[config.mk]
export PLATFORM = sky130hd
export DESIGN_NAME = ileave_sar_seq
export DESIGN_NICKNAME = d
export VERILOG_FILES = /design/src/rtl/ileave_sar_pkg.sv /design/src/rtl/ileave_sar_phase_ctr.sv /design/src/rtl/ileave_sar_section.sv /design/src/rtl/ileave_sar_merge.sv /design/src/rtl/ileave_sar_seq.sv
export SDC_FILE = /design/constraint.sdc
export NUM_CORES = 1
export LEC_CHECK = 0
export ABC_CLOCK_PERIOD_IN_PS = 3700
export BUFFER_PORTS_ARGS = -buffer_cell sky130_fd_sc_hd__buf_2
export CELL_PAD_IN_SITES_DETAIL_PLACEMENT = 1
export CELL_PAD_IN_SITES_GLOBAL_PLACEMENT = 1
export CORE_ASPECT_RATIO = 1.75
export CORE_MARGIN = 5
export CORE_UTILIZATION = 38
export DETAILED_ROUTE_END_ITERATION = 10
export PLACE_DENSITY_LB_ADDON = 0.1
export SLEW_MARGIN = 10
export SYNTH_ARGS = -nofsm -noshare
export SYNTH_HDL_FRONTEND = slang
export SYNTH_SLANG_ARGS = --single-unit
[constraint.sdc]
create_clock -name clk -period 3.7 [get_ports clk]
set_input_delay 1.11 -clock clk [delete_from_list [all_inputs] [get_ports clk]]
set_output_delay 1.11 -clock clk [all_outputs]
set_load 0.02 [all_outputs]
[src/rtl/ileave_sar_pkg.sv]
// Package: shared constants, the step-kind type and the step classifier
// for the interleaved SAR phase sequencer.
// Assumes the per-section schedule is PRE_STEPS set-up steps, then
// SAR_BITS search steps, then one transfer step, filling the full cycle.
package ileave_sar_pkg;

    // Number of set-up steps before the bit search: zero-ref, auto-zero,
    // calibrate, sample.
    localparam int PRE_STEPS = 4;

    // Local step indices of the set-up steps.
    localparam int STEP_REFZ = 0;
    localparam int STEP_AZ   = 1;
    localparam int STEP_CAL  = 2;
    localparam int STEP_SAMP = 3;

    typedef enum logic [2:0] {
        K_REFZ,
        K_AZ,
        K_CAL,
        K_SAMP,
        K_CONV,
        K_XFER
    } step_kind_t;

    // Map a local step number to what the section does in it.
    function automatic step_kind_t step_kind(input int unsigned step,
                                             input int unsigned sar_bits);
        step_kind_t k;
        if (step == STEP_REFZ)                 k = K_REFZ;
        else if (step == STEP_AZ)              k = K_AZ;
        else if (step == STEP_CAL)             k = K_CAL;
        else if (step == STEP_SAMP)            k = K_SAMP;
        else if (step < PRE_STEPS + sar_bits)  k = K_CONV;
        else                                   k = K_XFER;
        return k;
    endfunction

endpackage

[src/rtl/ileave_sar_phase_ctr.sv]
// Module: global phase counter.
// Counts 0..NUM_SECT-1 and wraps; every section derives its local step
// from this single count. Assumes NUM_SECT is a power of two so the wrap
// is the natural binary rollover.
module ileave_sar_phase_ctr #(
    parameter int NUM_SECT = 16,
    localparam int PHASE_W = $clog2(NUM_SECT)
) (
    input  logic               clk,
    input  logic               rst_n,
    output logic [PHASE_W-1:0] phase
);

    // Advance the phase every clock; reset returns it to zero.
    always_ff @(posedge clk) begin
        if (!rst_n) phase <= '0;
        else        phase <= phase + PHASE_W'(1);
    end

    // the phase steps by exactly one per clock out of reset
    assert_phase_step_R1: assert property (@(posedge clk) disable iff (!rst_n)
        1'b1 |=> (phase == PHASE_W'($past(phase) + PHASE_W'(1))));

endmodule

[src/rtl/ileave_sar_section.sv]
// Module: one converter section.
// Decodes its local step from the global phase and its fixed offset, drives
// its four one-clock strobes, and holds the SAR register that doubles as the
// trial DAC code. Assumes the comparator bit is valid during each search
// step and reflects the trial code presented in that step.
module ileave_sar_section
    import ileave_sar_pkg::*;
#(
    parameter int NUM_SECT = 16,
    parameter int SAR_BITS = 11,
    parameter int SECT_ID  = 0,
    localparam int PHASE_W = $clog2(NUM_SECT),
    localparam int BIT_W   = $clog2(SAR_BITS)
) (
    input  logic                clk,
    input  logic                rst_n,
    input  logic [PHASE_W-1:0]  phase,
    input  logic                cmp,
    output logic                refz,
    output logic                az,
    output logic                cal,
    output logic                samp,
    output logic [SAR_BITS-1:0] trial
);

    localparam logic [PHASE_W-1:0]  OFFSET    = PHASE_W'(SECT_ID);
    localparam int                  CONV_LAST = PRE_STEPS + SAR_BITS - 1;
    localparam logic [SAR_BITS-1:0] MSB_ONLY  = SAR_BITS'(1) << (SAR_BITS - 1);

    logic [PHASE_W-1:0]  step;
    step_kind_t          kind;
    logic                in_conv;
    logic [BIT_W-1:0]    bit_idx;
    logic [SAR_BITS-1:0] trial_nxt;

    // Local step: this section runs SECT_ID clocks behind section 0.
    always_comb begin
        step    = phase - OFFSET;
        kind    = step_kind(int'(step), SAR_BITS);
        in_conv = (kind == K_CONV);
        bit_idx = BIT_W'(CONV_LAST - int'(step));
    end

    // Strobe decode: each set-up step raises its own line for one clock.
    always_comb begin
        refz = (kind == K_REFZ);
        az   = (kind == K_AZ);
        cal  = (kind == K_CAL);
        samp = (kind == K_SAMP);
    end

    // Search update: settle the bit under test, raise the next lower one.
    always_comb begin
        trial_nxt          = trial;
        trial_nxt[bit_idx] = cmp;
        if (bit_idx != '0) trial_nxt[bit_idx - BIT_W'(1)] = 1'b1;
    end

    // SAR register: load MSB after sampling, step during search, else hold.
    always_ff @(posedge clk) begin
        if (!rst_n)       trial <= '0;
        else if (samp)    trial <= MSB_ONLY;
        else if (in_conv) trial <= trial_nxt;
    end

    // at most one set-up strobe of this section at a time
    assert_strobe_excl_R2: assert property (@(posedge clk) disable iff (!rst_n)
        $onehot0({refz, az, cal, samp}));

    // the edge after the sample step leaves only the MSB set
    assert_msb_load_R4: assert property (@(posedge clk) disable iff (!rst_n)
        samp |=> (trial == MSB_ONLY));

    // the bit under test takes the comparator decision
    assert_bit_decide_R5: assert property (@(posedge clk) disable iff (!rst_n)
        in_conv |=> (trial[$past(bit_idx)] == $past(cmp)));

    // outside sample and search steps the code does not move
    assert_hold_R9: assert property (@(posedge clk) disable iff (!rst_n)
        (!in_conv && !samp) |=> $stable(trial));

endmodule

[src/rtl/ileave_sar_merge.sv]
// Module: output merger.
// Registers the code of the section in its transfer step, which is the
// section one ahead of the global phase, and keeps a valid flag that rises
// at the end of the first full pass. Assumes NUM_SECT is a power of two.
module ileave_sar_merge #(
    parameter int NUM_SECT = 16,
    parameter int SAR_BITS = 11,
    localparam int PHASE_W = $clog2(NUM_SECT),
    localparam int FLAT_W  = NUM_SECT * SAR_BITS
) (
    input  logic                clk,
    input  logic                rst_n,
    input  logic [PHASE_W-1:0]  phase,
    input  logic [FLAT_W-1:0]   codes,
    output logic [SAR_BITS-1:0] out_data,
    output logic                out_valid
);

    localparam logic [PHASE_W-1:0] LAST_PHASE = PHASE_W'(NUM_SECT - 1);

    logic [PHASE_W-1:0] xfer_sel;

    // Transfer selection: the section at its last step is phase + 1.
    always_comb xfer_sel = phase + PHASE_W'(1);

    // Output register: one code per clock from the transferring section.
    always_ff @(posedge clk) begin
        if (!rst_n) out_data <= '0;
        else        out_data <= codes[xfer_sel * SAR_BITS +: SAR_BITS];
    end

    // Valid flag: set by the first last-phase edge, then held.
    always_ff @(posedge clk) begin
        if (!rst_n) out_valid <= 1'b0;
        else        out_valid <= out_valid | (phase == LAST_PHASE);
    end

    // the last phase of a pass makes the output valid
    assert_valid_rise_R8: assert property (@(posedge clk) disable iff (!rst_n)
        (phase == LAST_PHASE) |=> out_valid);

    // once valid, the output stays valid until reset
    assert_valid_sticky_R8: assert property (@(posedge clk) disable iff (!rst_n)
        out_valid |=> out_valid);

endmodule

[src/rtl/ileave_sar_seq.sv]
// Module: interleaved SAR phase sequencer, top level.
// Ties the global phase counter, the staggered sections and the output
// merger together. Assumes 4 + SAR_BITS + 1 == NUM_SECT so each section's
// schedule fills exactly one phase cycle.
module ileave_sar_seq #(
    parameter int NUM_SECT = 16,
    parameter int SAR_BITS = 11,
    localparam int PHASE_W = $clog2(NUM_SECT),
    localparam int FLAT_W  = NUM_SECT * SAR_BITS
) (
    input  logic                clk,
    input  logic                rst_n,
    input  logic [NUM_SECT-1:0] cmp_dec,
    output logic [NUM_SECT-1:0] refz_stb,
    output logic [NUM_SECT-1:0] az_stb,
    output logic [NUM_SECT-1:0] cal_stb,
    output logic [NUM_SECT-1:0] samp_gate,
    output logic [FLAT_W-1:0]   trial_code,
    output logic [SAR_BITS-1:0] out_data,
    output logic                out_valid
);

    logic [PHASE_W-1:0] phase;

    ileave_sar_phase_ctr #(.NUM_SECT(NUM_SECT)) u_phase (
        .clk   (clk),
        .rst_n (rst_n),
        .phase (phase)
    );

    // One section per slot, each offset by its index.
    for (genvar s = 0; s < NUM_SECT; s++) begin : g_sect
        ileave_sar_section #(
            .NUM_SECT (NUM_SECT),
            .SAR_BITS (SAR_BITS),
            .SECT_ID  (s)
        ) u_sect (
            .clk   (clk),
            .rst_n (rst_n),
            .phase (phase),
            .cmp   (cmp_dec[s]),
            .refz  (refz_stb[s]),
            .az    (az_stb[s]),
            .cal   (cal_stb[s]),
            .samp  (samp_gate[s]),
            .trial (trial_code[s*SAR_BITS +: SAR_BITS])
        );
    end

    ileave_sar_merge #(
        .NUM_SECT (NUM_SECT),
        .SAR_BITS (SAR_BITS)
    ) u_merge (
        .clk       (clk),
        .rst_n     (rst_n),
        .phase     (phase),
        .codes     (trial_code),
        .out_data  (out_data),
        .out_valid (out_valid)
    );

    // the staggered sections leave exactly one input gate open
    assert_one_sampler_R3: assert property (@(posedge clk) disable iff (!rst_n)
        $onehot(samp_gate));

endmodule

### Yosys cells after proc, flatten, opt, wreduce, memory -nomap -nowiden

Index checks and enable logic that the tools add are counted.

| cells by class | value |
|---|---|
| $add $sub $neg | 48 |
| multipliers | 1 |
| div/mod/pow operators | 0 |
| $lt $le $gt $ge | 80 |
| equal/unequal tests | 113 |
| shift operators | 1 |
| multiplexer cells | 208 |
| bitwise gates (word level) | 18 |
| reductions and logical operators | 112 |

Operator list:

| kind | count |
|---|---|
| $mux 11 | 48 |
| $mux 3 | 64 |
| $bwmux 11 | 16 |
| $or 11x11->11 | 16 |
| $shiftx 176x9->11 | 1 |
| $lt 4x5->1 const B | 32 |
| $demux 1 s4 | 32 |
| $eq 4x2->1 const B | 32 |
| $ge 4x1->1 const B | 32 |
| $eq 3x2->1 const B | 32 |
| $sub 4x1->4 const B | 17 |
| $eq 4x1->1 const B | 16 |
| $logic_not 4->1 | 16 |
| $lt 4x4->1 const B | 16 |
| $reduce_bool 4->1 | 16 |
| $sub 4x4->4 const A | 16 |
| $eq 3x1->1 const B | 16 |
| $eq 3x3->1 const B | 16 |
| $logic_not 3->1 | 16 |
| $mux 1 | 48 |
| $logic_and 1x1->1 | 32 |
| $reduce_bool 2->1 | 16 |
| $reduce_or 2->1 | 16 |
| $sub 4x4->4 const B | 8 |
| other kinds (7) | 11 |

| storage, ports and cells | value |
|---|---|
| bits in registers | 192 |
| bits in latches | 0 |
| RAM bits | 0 |
| memory bits (read-only) | 0 |
| input bits | 18 |
| output and inout port bits | 252 |
| word-level logic and storage cells | 616 |
| memories kept | 0 |

### Depth between registers and ports, before layout

| logic depth | value |
|---|---|
| word-level depth | 11 |
| gate-level depth with buffers | 13 |
| depth with buffers taken out | 8 |

### Modules after synthesis

From an unflattened synthesis, not the netlist that was laid out.

| unflattened totals | value |
|---|---|
| cell total of the unflattened synthesis | 2,379 |
| area, all modules | 19,366.1 sq um |

By module, submodules not included:

| module | instances | cells an instance | area each (sq um) | seq. area each (sq um) |
|---|---|---|---|---|
| ileave_sar_merge | 1 | 227 | 1,943.1 | 240.2 |
| ileave_sar_section (g_sect[11].u_sect) | 1 | 151 | 1,214.9 | 220.2 |
| ileave_sar_section (g_sect[7].u_sect) | 1 | 149 | 1,181.1 | 220.2 |
| ileave_sar_section (g_sect[3].u_sect) | 1 | 140 | 1,167.4 | 220.2 |
| ileave_sar_section (g_sect[2].u_sect) | 1 | 146 | 1,164.9 | 220.2 |
| ileave_sar_section (g_sect[6].u_sect) | 1 | 149 | 1,164.9 | 220.2 |
| ileave_sar_section (g_sect[5].u_sect) | 1 | 136 | 1,153.6 | 220.2 |
| ileave_sar_section (g_sect[13].u_sect) | 1 | 142 | 1,107.3 | 220.2 |
| ileave_sar_section (g_sect[1].u_sect) | 1 | 135 | 1,064.8 | 220.2 |
| ileave_sar_section (g_sect[9].u_sect) | 1 | 136 | 1,059.8 | 220.2 |
| ileave_sar_section (g_sect[14].u_sect) | 1 | 141 | 1,058.5 | 220.2 |
| ileave_sar_section (g_sect[15].u_sect) | 1 | 123 | 1,041.0 | 220.2 |
| ileave_sar_section (g_sect[10].u_sect) | 1 | 117 | 1,039.7 | 220.2 |
| ileave_sar_section (g_sect[4].u_sect) | 1 | 120 | 1,006.0 | 220.2 |
| +4 rows | -- | -- | -- | -- |

### Worst setup path after synthesis

OpenSTA, ideal clock, no wires.

| timing | value |
|---|---|
| kind | register to output |
| start | register u_phase.phase[2] |
| end | output port cal_stb[1] |
| arrival | 2.715 ns |
| required time | 2.590 ns |
| path slack | -0.125 ns |
| cell stages (with the launch flop) | 12 |
| buffers on the path | 5 |
| cell sequence | dfxtp_1 -> buf_6 -> buf_6 -> inv_1 -> buf_1 -> ha_1 -> a21boi_4 -> xnor2_1 -> buf_2 -> nand2_1 -> nor3_1 -> buf_4 |

| between the ends | value |
|---|---|
| word-level cells in the longest chain between the ends | 8 |
| elaborated cells between the ends (all ways) | 12 |
| those cells by class | add/sub (1); order compare (1); eq/ne (4); mux (5); reduce/logical (1) |

RTL lines:

| element | line | RTL |
|---|---|---|
| from (decl) | ileave_sar_phase_ctr.sv:11 | `output logic [PHASE_W-1:0] phase` |
| from (signal assigned) | ileave_sar_phase_ctr.sv:17 | `else phase <= phase + PHASE_W'(1);` |
| $sub 4x1->4 * | ileave_sar_section.sv:38 | `step = phase - OFFSET;` |
| $lt 4x4->1 | ileave_sar_pkg.sv:34 | `else if (step < PRE_STEPS + sar_bits) k = K_CONV;` |
| $mux 1 | ileave_sar_pkg.sv:34 |  |
| $mux 3 | ileave_sar_pkg.sv:33 | `else if (step == STEP_SAMP) k = K_SAMP;` |
| $mux 3 | ileave_sar_pkg.sv:32 | `else if (step == STEP_CAL) k = K_CAL;` |
| $mux 3 | ileave_sar_pkg.sv:31 | `else if (step == STEP_AZ) k = K_AZ;` |
| $mux 3 * | ileave_sar_pkg.sv:30 | `if (step == STEP_REFZ) k = K_REFZ;` |
| $eq 3x2->1 * | ileave_sar_section.sv:48 | `cal = (kind == K_CAL);` |
| to (decl) | ileave_sar_seq.sv:16 | `output logic [NUM_SECT-1:0] cal_stb,` |

Every way passes the cells marked *; elsewhere a longest branch is shown, timed or not.

### Worst setup path after layout

| timing | value |
|---|---|
| start | register u_phase.phase[1] |
| end | output port samp_gate[11] |

| between the ends | value |
|---|---|
| word-level cells in the longest chain between the ends | 8 |
| elaborated cells between the ends (all ways) | 12 |
| those cells by class | add/sub (1); order compare (1); eq/ne (4); mux (5); reduce/logical (1) |

RTL lines:

| element | line | RTL |
|---|---|---|
| $sub 4x4->4 * | ileave_sar_section.sv:38 |  |
| $lt 4x4->1 | ileave_sar_pkg.sv:34 |  |
| $mux 1 | ileave_sar_pkg.sv:34 |  |
| $mux 3 | ileave_sar_pkg.sv:33 |  |
| $mux 3 | ileave_sar_pkg.sv:32 |  |
| $mux 3 | ileave_sar_pkg.sv:31 |  |
| $mux 3 * | ileave_sar_pkg.sv:30 |  |
| $eq 3x2->1 * | ileave_sar_section.sv:49 | `samp = (kind == K_SAMP);` |
| to (decl) | ileave_sar_seq.sv:17 | `output logic [NUM_SECT-1:0] samp_gate,` |

Marks and branches as above.

==> run_results.csv <==
group,metric,value,unit
status,result_of_the_run,"complete, no violations",
power,power.ir.vdd_worst,0.352,mV
timing,maxClockFrequency,275,MHz
setup_path,worstSetupStartpoint,"u_phase.phase[1]",
placed_design,routabilityCongestion,0.991,
placed_design,buffer_ports.inserted,269,
setup_path,worst-r2r-setup-slack,310,ps
timing,finClkSkew,15.8,ps
cts,cts_made_buffers,17,
cts,tritoncts,"built",
worst_hold_path,timing.hold.worst_path_depth,2,
logic_synthesis,net_count_synth,1706,
worst_hold_path,hold_path_startpoint,"g_sect[3].u_sect.trial[3]",
floorplan,die_height,264,um
logic_synthesis,synthesis.instances,1672,
grt,gr-total-overflow,0,
logic_synthesis,synth-edff-count,0,
setup_path,critical_path.n_buffers_inverters,5,
finish,final_layout_size_suffix_gt1_share,28.2,%
detailed_routing,drt-pass1-iter-count,5,
finish,final_net_count,1888,
timing,timing.final.setup_violations,0,
setup_path,critical_path_cell_count,8,
setup_path,critPathLaunchType,"register",
placed_design,worst_setup_timing_slack_at_the_placement_stage,261,ps
logic_synthesis,synthesis.area,14000,um2
floorplan,num_io_pins,270,
logic_synthesis,synth_sequential_area_ratio,27.4,%
cts,clock-root-buffer,"sky130_fd_sc_hd__clkbuf_16",
cts,ctsLongestPathBuffers,2,
setup_path,required,2590,ps
power,power_density,446,nW/um2
timing,timing.final.crit_period,3640,ps
placed_design,dp_hpwl,59300,um
grt,grt_pass1_wl,108000,um
floorplan,floorplan.core_area,36700,um2
timing,timing_max_transition_violations_final,0,
worst_hold_path,hold_path_end,"g_sect[3].u_sect.trial[3]",
setup_path,timing.reg2reg.worst_path_depth,8,
grt,grt_usage,35.9,%
setup_path,worstSetupEndpointType,"primary output",
logic_synthesis,synth_top_cell_by_area,"sky130_fd_sc_hd__dfxtp_1",
logic_synthesis,ys.warnings.count,0,
logic_synthesis,synth_top_area_share,27.4,%
logic_synthesis,ys_top_cells_by_area,"sky130_fd_sc_hd__dfxtp_1 (27%), sky130_fd_sc_hd__mux4_2 (8.8%), sky130_fd_sc_hd__mux2i_1 (7.5%)",
grt,number_of_antenna_violations_at_the_first_check_in_global_routing,2,
logic_synthesis,ys_async_sr_fraction,0,%
cts,cts.clk_slew.worst_paths,80,ps
grt,grt_max_degree,38,
setup_path,critical_path_class,"register to primary output",
timing,maxSlewHeadroom,16.2,%
logic_synthesis,ys_ff_latch,192,
setup_path,stage_delay_of_the_slowest_cell_on_the_critical_path,410,ps
timing,hold_violations_final,0,
finish,area_growth_syn_to_layout,15.6,%
detailed_routing,drtIter0Drc,1509,
cts,clkSinkCount,192,
logic_synthesis,synth.lib_cells_used.distinct,101,
floorplan,dieWidth,155,um
floorplan,floorplan.rows,93,
floorplan,design.die.area,41000,um2
timing,final_critical_path_setup_slack,58.4,ps
setup_path,crit_family,"buffers and inverters",
timing,max_slew.worst_pin.slew,1250,ps
detailed_routing,vias_per_cell,6.42,
timing,post_route_fraction_of_the_period_consumed_by_the_critical_path,98.4,%
detailed_routing,wl_per_cell,32.4,um
finish,filler_cell_count,4494,
setup_path,crit_path_top_delay_cell,"sky130_fd_sc_hd__dfxtp_4",
detailed_routing,route.antenna.remaining_nets,0,
setup_path,timing.critical_path.arrival,2530,ps
setup_path,worstReg2RegStart,"u_phase.phase[1]",
setup_path,critical_path.cell_chain,"clkinvlp_4, ha_2, buf_12, nor2_1, buf_6, nand4_1, inv_2, buf_2",
cts,cts_max_level,4,
logic_synthesis,syn_area_per_cell,8.39,um2
power,static-leakage-power,6.86,nW
worst_hold_path,hold_path.class,"register to register",
setup_path,worst-path-max-fanout,37,
timing,setup-tns-final,0,ps
detailed_routing,postRouteWirelength,75900,um
floorplan,floorplan.initialDensity,38.3,%
cts,clkLatencyLatePin,480,ps
job,maxCapViolations,0,
grt,first_global_vias,15098,
logic_synthesis,postSynth.topFlopCell,"sky130_fd_sc_hd__dfxtp_1",
detailed_routing,dr_total_vias,15040,
setup_path,timing.rr.end,"g_sect[14].u_sect.trial[8]",
detailed_routing,drc,0,
sequential cells by signal, summed over array words and instances (netlist names):
name,count
u_merge.out_valid,1
g_sect.u_sect.trial,176
u_phase.phase,4
u_merge.out_data,11
cell usage in the layout (no fill, tap or decap), types with 10 or more instances in the layout:
master                      netlist  layout
sky130_fd_sc_hd__or3_1           12      12
sky130_fd_sc_hd__o21ai_0         61      61
sky130_fd_sc_hd__mux4_2          55      55
sky130_fd_sc_hd__mux2i_1        105     105
sky130_fd_sc_hd__inv_1           24      22
sky130_fd_sc_hd__nand2b_1        16      16
sky130_fd_sc_hd__o31ai_1         10      10
sky130_fd_sc_hd__nand2_1        150     150
sky130_fd_sc_hd__xnor2_2         10      11
sky130_fd_sc_hd__ha_1            16      11
sky130_fd_sc_hd__nor2_1         115     113
sky130_fd_sc_hd__dfxtp_1        192     188
sky130_fd_sc_hd__o22ai_1         21      21
sky130_fd_sc_hd__xnor2_1         16      13
sky130_fd_sc_hd__and2_1          25      25
sky130_fd_sc_hd__buf_2           56     269
sky130_fd_sc_hd__a21oi_1        146     145
sky130_fd_sc_hd__nand4_1         35      35
sky130_fd_sc_hd__a211oi_1        16      16
sky130_fd_sc_hd__a31oi_1         40      40
sky130_fd_sc_hd__nor3_1          97      96
sky130_fd_sc_hd__nand3_1        100     100
sky130_fd_sc_hd__buf_4           74      88
sky130_fd_sc_hd__and3_1          22      22
sky130_fd_sc_hd__clkbuf_16        0      17
repair_timing:
| item | 4_1_cts | 5_1_grt |
|---|---|---|
| hold buffers | 0 | 0 |
| gates resized for setup | 7 | 9 |
| endpoints found under the setup margin | 14 | 22 |
| setup buffers | 0 | 1 |
| pin swaps | 0 | 1 |
tightest hold or removal path: stages (launching register included):
cell and delay [ps]:
sky130_fd_sc_hd__dfxtp_1 340, sky130_fd_sc_hd__o21ai_0 80, sky130_fd_sc_hd__a21oi_1 60
routing by layer:
layer | wire, um | part of all wire, % | global-route usage [%] | vias to the layer above
li1 | - | - | - | 6503
met1 | 29100 | 38 | 44.2 | 7486
met5 | 0 | 0 | 0 | -
met4 | 7550 | 9.9 | 28.7 | 0
met3 | 4910 | 6.5 | 4.43 | 205
met2 | 34300 | 45 | 56.0 | 846
per-stage QoR:
step	power, W	std cells	util (%)	hold slack, ps	instance area (um2)
final	0.00725	2343	44.3	522	16200
after global routing	0.00748	2343	44.3	547	16200
after CTS	0.00720	2341	44.1	519	16200
after detailed placement	0.00526	2309	42.4	507	15600
after global placement	0.00523	2309	42.4	503	15600
after floorplan	0.00419	1672	-	540	14000
synthesized netlist by cell type, types with 9 or more instances:
cell	n
sky130_fd_sc_hd__a211oi_1	16
sky130_fd_sc_hd__a21oi_1	146
sky130_fd_sc_hd__a311oi_1	9
sky130_fd_sc_hd__a31oi_1	40
sky130_fd_sc_hd__and2_1	25
sky130_fd_sc_hd__and3_1	22
sky130_fd_sc_hd__buf_2	56
sky130_fd_sc_hd__buf_4	74
sky130_fd_sc_hd__buf_6	10
sky130_fd_sc_hd__clkbuf_1	51
sky130_fd_sc_hd__dfxtp_1	192
sky130_fd_sc_hd__ha_1	16
sky130_fd_sc_hd__inv_1	24
sky130_fd_sc_hd__mux2i_1	105
sky130_fd_sc_hd__mux4_2	55
sky130_fd_sc_hd__nand2_1	150
sky130_fd_sc_hd__nand2b_1	16
sky130_fd_sc_hd__nand3_1	100
sky130_fd_sc_hd__nand4_1	35
sky130_fd_sc_hd__nor2_1	115
sky130_fd_sc_hd__nor2b_1	9
sky130_fd_sc_hd__nor3_1	97
sky130_fd_sc_hd__nor4_1	9
sky130_fd_sc_hd__o21ai_0	61
sky130_fd_sc_hd__o22ai_1	21
sky130_fd_sc_hd__o31ai_1	10
sky130_fd_sc_hd__or3_1	12
sky130_fd_sc_hd__xnor2_1	16
sky130_fd_sc_hd__xnor2_2	10
power by group:
part / internal, W / switching, W / total, W
Combinational: 0.000907 / 0.00185 / 0.00276
Sequential: 0.00224 / 0.000298 / 0.00254
Clock: 0.000920 / 0.00103 / 0.00195
Total: 0.00407 / 0.00318 / 0.00725
final cells by class:
class	count	area (um2)	area share [%]
Multi-Input combinational cell	1256	9010	55.5
Sequential cell	192	3860	23.8
Timing Repair Buffer	361	2080	12.8
Tap cell	475	594	3.66
Clock buffer	18	439	2.71
Clock inverter	14	148	0.910
Inverter	26	104	0.640
Antenna cell	1	2.50	0.0154
cell families (layout without fill, tap and decap cells):
kind of cell    count (synthesis)  count (layout)  synth area share, %
compound gates                405             405                 18.7
fa+ha+maj                      16              16                 1.43
mux                           164             164                 16.7
xor+xnor                       40              40                 4.36
other cells                     0               1                    0
flops                         192             192                 27.4
buf+inv                       224             419                 9.02
simple gates                  631             631                 22.4
worst max-delay path by stage:
stage / to / slack [ps]
after floorplan: cal_stb[1] / 180
after global placement: refz_stb[1] / 250
final: samp_gate[11] / 60
after global routing: samp_gate[11] / -7
after detailed placement: refz_stb[1] / 260
after CTS: cal_stb[6] / 20
Note: power is estimated with default switching activity, not from simulation.
